## config.mk

```make
export PLATFORM = sky130hd
export DESIGN_NAME = wdt_cascade
export DESIGN_NICKNAME = d
export VERILOG_FILES = /design/src/rtl/wdt_pkg.sv /design/src/rtl/wdt_prescaler.sv /design/src/rtl/wdt_counters.sv /design/src/rtl/wdt_ctrl.sv /design/src/rtl/wdt_cascade.sv
export SDC_FILE = /design/constraint.sdc
export NUM_CORES = 1
export LEC_CHECK = 0
export BUFFER_PORTS_ARGS = -buffer_cell sky130_fd_sc_hd__buf_2
export CORE_ASPECT_RATIO = 0.7
export CORE_MARGIN = 5
export CORE_UTILIZATION = 50
export DETAILED_ROUTE_END_ITERATION = 10
export GPL_TIMING_DRIVEN = 0
export PLACE_DENSITY = 0.7
export SLEW_MARGIN = 5
export SYNTH_ARGS = -nofsm -noshare
export SYNTH_HDL_FRONTEND = slang
export SYNTH_SLANG_ARGS = --single-unit
```

## constraint.sdc

```tcl
create_clock -name clk -period 4.71 [get_ports clk]
set_input_delay 0.942 -clock clk [delete_from_list [all_inputs] [get_ports clk]]
set_output_delay 0.942 -clock clk [all_outputs]
set_load 0.05 [all_outputs]
```

## src/rtl/wdt_pkg.sv

```systemverilog
package wdt_pkg;
  localparam int CNT_W    = 8;
  localparam int SEL_BIT  = 7;
  localparam int LOCK_BIT = 6;
  localparam logic [CNT_W-1:0] CNT_RELOAD = '1;

  typedef struct packed {
    logic hsel;  // 1: high counter stepped by every prescaler tick
    logic lock;  // 1: stop strobe becomes an internal reset
  } wdt_ctrl_t;
endpackage

```

## src/rtl/wdt_prescaler.sv

```systemverilog
module wdt_prescaler #(
  parameter int DIV = 16
) (
  input  logic clk,
  input  logic rst_n,
  input  logic clr,
  input  logic en,
  output logic tick
);
  generate
    if (DIV <= 1) begin : g_bypass
      assign tick = en;
    end else begin : g_div
      localparam int PW = $clog2(DIV);
      localparam logic [PW-1:0] LAST = PW'(DIV - 1);
      logic [PW-1:0] cnt;

      always_ff @(posedge clk or negedge rst_n) begin
        if (!rst_n)   cnt <= '0;
        else if (clr) cnt <= '0;
        else if (en)  cnt <= (cnt == LAST) ? '0 : cnt + 1'b1;
      end

      assign tick = en && (cnt == LAST);
    end
  endgenerate
endmodule

```

## src/rtl/wdt_counters.sv

```systemverilog
module wdt_counters
  import wdt_pkg::*;
(
  input  logic             clk,
  input  logic             rst_n,
  input  logic             reload,
  input  logic             tick,
  input  logic             hsel,
  output logic [CNT_W-1:0] cnt_l,
  output logic [CNT_W-1:0] cnt_h,
  output logic             under_h
);
  logic tick_h;

  assign tick_h  = hsel ? tick : (tick && cnt_l == '0);
  assign under_h = tick_h && cnt_h == '0;

  always_ff @(posedge clk or negedge rst_n) begin
    if (!rst_n) begin
      cnt_l <= CNT_RELOAD;
      cnt_h <= CNT_RELOAD;
    end else if (reload) begin
      cnt_l <= CNT_RELOAD;
      cnt_h <= CNT_RELOAD;
    end else begin
      if (tick)   cnt_l <= cnt_l - 1'b1;
      if (tick_h) cnt_h <= cnt_h - 1'b1;
    end
  end
endmodule

```

## src/rtl/wdt_ctrl.sv

```systemverilog
module wdt_ctrl
  import wdt_pkg::*;
(
  input  logic      clk,
  input  logic      rst_n,
  input  logic      wr_en,
  input  logic      w_hsel,
  input  logic      w_lock,
  input  logic      fire,
  output wdt_ctrl_t ctrl,
  output logic      armed
);
  always_ff @(posedge clk or negedge rst_n) begin
    if (!rst_n) begin
      ctrl  <= '0;
      armed <= 1'b0;
    end else if (fire) begin
      ctrl  <= '0;
      armed <= 1'b0;
    end else if (wr_en) begin
      armed     <= 1'b1;
      ctrl.hsel <= w_hsel;
      if (!armed) ctrl.lock <= w_lock;
    end
  end
endmodule

```

## src/rtl/wdt_cascade.sv

```systemverilog
module wdt_cascade
  import wdt_pkg::*;
#(
  parameter int PRE_DIV = 16
) (
  input  logic       clk,
  input  logic       rst_n,
  input  logic       wr_en,
  input  logic [7:0] wr_data,
  output logic [7:0] rd_data,
  input  logic       stop_insn,
  input  logic       stop_mode,
  input  logic       wait_mode,
  output logic       stop_req,
  output logic       int_rst
);
  wdt_ctrl_t        ctrl;
  logic             armed;
  logic             tick;
  logic             run;
  logic             fire;
  logic             reload;
  logic             under_h;
  logic [CNT_W-1:0] cnt_l;
  logic [CNT_W-1:0] cnt_h;
  logic             unused_wdata_lo;

  assign unused_wdata_lo = ^wr_data[LOCK_BIT-1:0];

  assign run    = armed && (wait_mode || !stop_mode);
  assign fire   = under_h || (stop_insn && ctrl.lock);
  assign reload = wr_en || fire;

  wdt_prescaler #(.DIV(PRE_DIV)) u_pre (
    .clk  (clk),
    .rst_n(rst_n),
    .clr  (reload),
    .en   (run),
    .tick (tick)
  );

  wdt_counters u_cnt (
    .clk    (clk),
    .rst_n  (rst_n),
    .reload (reload),
    .tick   (tick),
    .hsel   (ctrl.hsel),
    .cnt_l  (cnt_l),
    .cnt_h  (cnt_h),
    .under_h(under_h)
  );

  wdt_ctrl u_ctrl (
    .clk   (clk),
    .rst_n (rst_n),
    .wr_en (wr_en),
    .w_hsel(wr_data[SEL_BIT]),
    .w_lock(wr_data[LOCK_BIT]),
    .fire  (fire),
    .ctrl  (ctrl),
    .armed (armed)
  );

  always_ff @(posedge clk or negedge rst_n) begin
    if (!rst_n) begin
      int_rst  <= 1'b0;
      stop_req <= 1'b0;
    end else begin
      int_rst  <= fire;
      stop_req <= stop_insn && !ctrl.lock && !under_h;
    end
  end

  assign rd_data = {ctrl.hsel, ctrl.lock, cnt_h[CNT_W-1:2]};
endmodule

```

## Word-level counts from Yosys, hierarchy flattened

Index checks and enable logic that the tools add are counted.
Widths: inputs -> output; s select.

| cells by class | value |
|---|---|
| add/sub/neg operators | 3 |
| multipliers | 0 |
| div/mod/pow operators | 0 |
| magnitude comparators | 0 |
| equality and inequality tests | 2 |
| shifts and indexed selects | 0 |
| multiplexer cells | 13 |
| bitwise gates (word level) | 0 |
| reductions and logical operators | 20 |

Operator list:

| cell | count |
|---|---|
| $mux 8 | 4 |
| $logic_not 8->1 | 2 |
| $sub 8x1->8 const B | 2 |
| $mux 4 | 3 |
| $reduce_bool 2->1 | 4 |
| $logic_and 1x1->1 | 7 |
| $add 4x1->4 const B | 1 |
| $eq 4x4->1 const B | 1 |
| $mux 1 | 4 |
| $mux 2 | 2 |
| $logic_not 1->1 | 3 |
| $logic_or 1x1->1 | 3 |
| $ne 2x2->1 const B | 1 |
| $reduce_and 2->1 | 1 |

| word-level totals | value |
|---|---|
| bits in registers | 25 |
| bits in latches | 0 |
| memory bits (writable) | 0 |
| memory bits (read-only) | 0 |
| input port bits | 14 |
| output and inout port bits | 10 |
| word-level logic and storage cells | 46 |
| memories | 0 |

## Longest topological paths before layout

| logic depth | value |
|---|---|
| word-level depth | 10 |
| depth in mapped cells | 6 |
| gate-level depth less buffers | 5 |

## Cells and area by module

Synthesis repeated with hierarchy kept, for this count alone.

| second synthesis, totals | value |
|---|---|
| cell total of the unflattened synthesis | 126 |
| area, all modules | 1320.0 sq um |

By module, submodules not included:

| module | instances | cells each | area each (sq um) | sequential area each (sq um) |
|---|---|---|---|---|
| wdt_counters | 1 | 87 | 909.6 | 420.4 |
| wdt_prescaler | 1 | 21 | 201.4 | 100.1 |
| wdt_ctrl | 1 | 11 | 126.4 | 75.1 |
| wdt_cascade | 1 | 7 | 82.6 | 50.0 |

## Worst setup path after synthesis

Ideal clock, no wire load.

| timing | value |
|---|---|
| path kind | input to register |
| from | input wait_mode |
| to | register u_cnt.cnt_h[7] |
| library setup time | 88 ps |
| arrival time | 1948 ps |
| required time | 4622 ps |
| path slack | 2674 ps |
| cell stages on the path | 6 |
| path through | nand2b_1 > buf_2 > and3_1 > clkbuf_1 > a31oi_1 > or3_1 |

| on the way | value |
|---|---|
| word-level cells in the longest chain between the ends | 9 |
| elaborated cells on any way between the ends | 10 |
| those cells by class | mux (2); reduce/logical (8) |

RTL lines:

| what | line | text |
|---|---|---|
| start, declared | wdt_cascade.sv:13 | `input logic wait_mode,` |
| $logic_or 1x1->1 (*) | wdt_cascade.sv:30 | `assign run = armed && (wait_mode \|\| !stop_mode);` |
| $logic_and 1x1->1 (*) | wdt_cascade.sv:30 |  |
| $logic_and 1x1->1 (*) | wdt_prescaler.sv:24 | `assign tick = en && (cnt == LAST);` |
| $logic_and 1x1->1 | wdt_counters.sv:15 | `assign tick_h = hsel ? tick : (tick && cnt_l == '0);` |
| $mux 1 (*) | wdt_counters.sv:15 |  |
| $logic_and 1x1->1 | wdt_counters.sv:16 | `assign under_h = tick_h && cnt_h == '0;` |
| $logic_or 1x1->1 | wdt_cascade.sv:31 | `assign fire = under_h \|\| (stop_insn && ctrl.lock);` |
| $logic_or 1x1->1 | wdt_cascade.sv:32 | `assign reload = wr_en \|\| fire;` |
| $mux 8 / $reduce_bool 2->1 (equally long branches) | -- |  |
| end signal, assigned | wdt_counters.sv:27 | `if (tick_h) cnt_h <= cnt_h - 1'b1;` |
| end, declared | wdt_counters.sv:10 | `output logic [CNT_W-1:0] cnt_h,` |

Mark *: on every way between the ends. The rest lies on a longest branch, timed or not.
A chain may end at the register's enable or synchronous reset.

## Final worst setup path

| timing | value |
|---|---|
| from | register u_cnt.cnt_h[2] |
| to | output rd_data[0] |

RTL lines:

| what | line | text |
|---|---|---|
| end, declared | wdt_cascade.sv:10 | `output logic [7:0] rd_data,` |

No word-level cell between the ends.

==> results.toml <==
[final_layout]
drive_gt1_frac = 0.347
final_nets = 185
fillers = 242
mostFrequentLayoutCells = "buf_2 (21), dfstp_2 (16), nor2_1 (12)"
final-seq-area_um2 = 646
multi_input_area_um2 = 674
layout_commonest_cell = "buf_2"
finalNonFillerCells = 203
diodes = 0
syn_to_final_growth_pct = 12.2

[floorplan]
fp.dieH_um = 54.9
initial_utilization = 0.517
row_count = 16
die_area_um2 = 4060
fp.coreArea_um2 = 2780
die_w_um = 74.1
ios = 24

[critical_path]
worstPathArrival_ns = 1.25
cp.buffers_inverters = 2
slowest_delay_ns = 0.62
start_kind = "register"
cp_max_fo = 6
r2r_cells = 6
endpoint_kind = "primary output"
critical_path_class = "register to primary output"
path_cells = "buf_4 > buf_2"
critical_path.slowest_cell = "dfstp_2"
worstSetupPathDepth = 2
critPathTopFamily = "flip-flops"
worstPathRequired_ns = 3.77

[sta]
max_slew_margin = 0.641
skew_ns = 0.00134
finalHoldViolations = 0
period_share = 0.466
worstMarginPinSlew_ns = 0.539
hold_ws_ns = 0.508
rsz0062_at_grt = "no"
min_period_ns = 2.19
fin_tns_setup_ns = 0
slew_violations = 0
setup_viol = 0
fmax_mhz = 456

[routing]
dr.pass1.iters = 4
post-route-drc-count = 0
viasPerCell = 5.55
routedWlPerCell_um = 14.4
drtIter0Drc = 65
drt-total-wl_um = 2930
antenna_left = 0
via_count = 1127

[grt]
grtUsageTotal = 0.162
grt_pass1_wl_um = 4930
grt_pass1_vias = 1074
grt-ovfl-total = 0
grt_max_degree = 26
antenna_found_initial = 0

[synthesis]
synthCells = 146
synth_fp_nets = 163
syn_area_um2 = 1440
syn_avg_cell_area_um2 = 9.85
synth_cell_type_count = 41
async_flop_share = 1.00
synth_edf_count = 0
yosysWarningCount = 0
ys.flop_type = "dfstp_2"
ys_seq_area_frac = 0.449
ys_ff_latch = 25

[place]
place_inst = 199
io_buffers = 17
place_congestion = 0.814
hpwl_um = 2260

[clock_tree]
cts_setup_buffers = 0
cts_resized = 0
cts_max_path_buffers = 2
cts-hold-fix-buffers = 0
cts_tree = "done"
htree_levels = 1
clock_sinks = 25
root_buffer = "clkbuf_8"
insertion_delay_ns = 0.26
cts_made_buffers = 3
clk_pin_slew_ns = 0.08

[job]
drv_cap = 0

[power_and_ir_drop]
p_per_area_nw_per_um2 = 328
total_power_uw = 528
clock_power_share = 0.234
pwr-share-comb = 0.287
p_seq_frac = 0.478
peakVddDrop_mv = 0.310
power_leakage_nw = 0.697
power.internal_uw = 344
p_switching_uw = 184
netSwitchingFraction = 0.349

[outcome]
outcome = "finished, final reports clean"

[hold_path]
hold_path.class = "register to register"
holdPathStages = 1
-- power by group through the flow --
stage	registers, mW	logic [mW]	clock network, mW
2_1_floorplan	0.284	0.0852	0
3_3_place_gp	0.255	0.148	0
3_5_place_dp	0.256	0.153	0
4_1_cts	0.253	0.153	0.128
5_1_grt	0.255	0.167	0.141
6_report	0.253	0.152	0.124
-- Yosys cell counts, types with 2 or more instances --
library cell,count,area share
and3_1,2,0.0087
or3_1,5,0.022
nor3_1,8,0.028
xor2_1,3,0.018
ha_1,3,0.026
inv_1,7,0.018
nand3_1,10,0.035
nand3_2,2,0.014
buf_4,7,0.037
o21ai_0,7,0.024
clkbuf_1,2,0.0052
a21oi_1,2,0.0070
or4_1,4,0.021
o31ai_1,4,0.021
nand2_1,7,0.018
dfrtp_1,9,0.16
a31oi_1,3,0.013
nor2_1,12,0.031
nand2b_1,2,0.0087
buf_2,4,0.014
mux2i_1,5,0.035
nand4_1,4,0.017
dfstp_2,16,0.29
-- per-layer routing --
metal | global-route usage | vias up | share of wire
met5 | 0 | - | 0
li1 | - | 563 | -
met2 | 0.260 | 26 | 0.44
met4 | 0.0392 | 0 | 0.0027
met1 | 0.218 | 536 | 0.48
met3 | 0.0459 | 2 | 0.069
-- sequential cells by signal, summed over array words and instances, names as in the netlist --
| name | cells |
|---|---|
| u_ctrl.armed | 1 |
| int_rst | 1 |
| u_cnt.cnt_h | 8 |
| u_cnt.cnt_l | 8 |
| stop_req | 1 |
| u_pre.g_div.cnt | 4 |
| u_ctrl.ctrl | 2 |
-- cell type report --
class / count / share of cell area
buffer: 14 / 0.0566
clock buffer: 4 / 0.0279
inverter: 7 / 0.0163
multi-input combinational: 100 / 0.418
sequential: 25 / 0.400
tap: 36 / 0.0279
timing repair buffer: 17 / 0.0528
-- path summary, 6_finish.rpt --
path,slack [ns],endpoint,start
max,2.52,rd_data[0],u_cnt.cnt_h[2]
min,0.51,stop_req,u_ctrl.ctrl[0]
max reg2reg,2.78,u_pre.g_div.cnt[2],u_pre.g_div.cnt[0]
min reg2reg,0.51,stop_req,u_ctrl.ctrl[0]
max in group asynchronous,3.69,u_cnt.cnt_h[1],rst_n
min in group asynchronous,0.65,u_ctrl.ctrl[1],rst_n
-- through the flow --
step	cell area [µm²]	util	setup WS, ns
after floorplan	1440	-	2.67
final	1610	0.580	2.52
after global routing	1610	0.580	2.48
after detailed placement	1570	0.563	2.36
after CTS	1610	0.580	2.51
after global placement	1570	0.563	2.39
-- cells by family after synthesis --
group	Yosys count	share of synthesized area
AOI/OAI and AO/OA	23	0.115
adders and majority gates	3	0.0261
muxes	5	0.0348
xor gates and xnor gates	4	0.0244
and+or+nand+nor	65	0.269
DFF	25	0.449
buffers and inverters	21	0.0818
No activity file was read; power rests on OpenSTA's default activity.
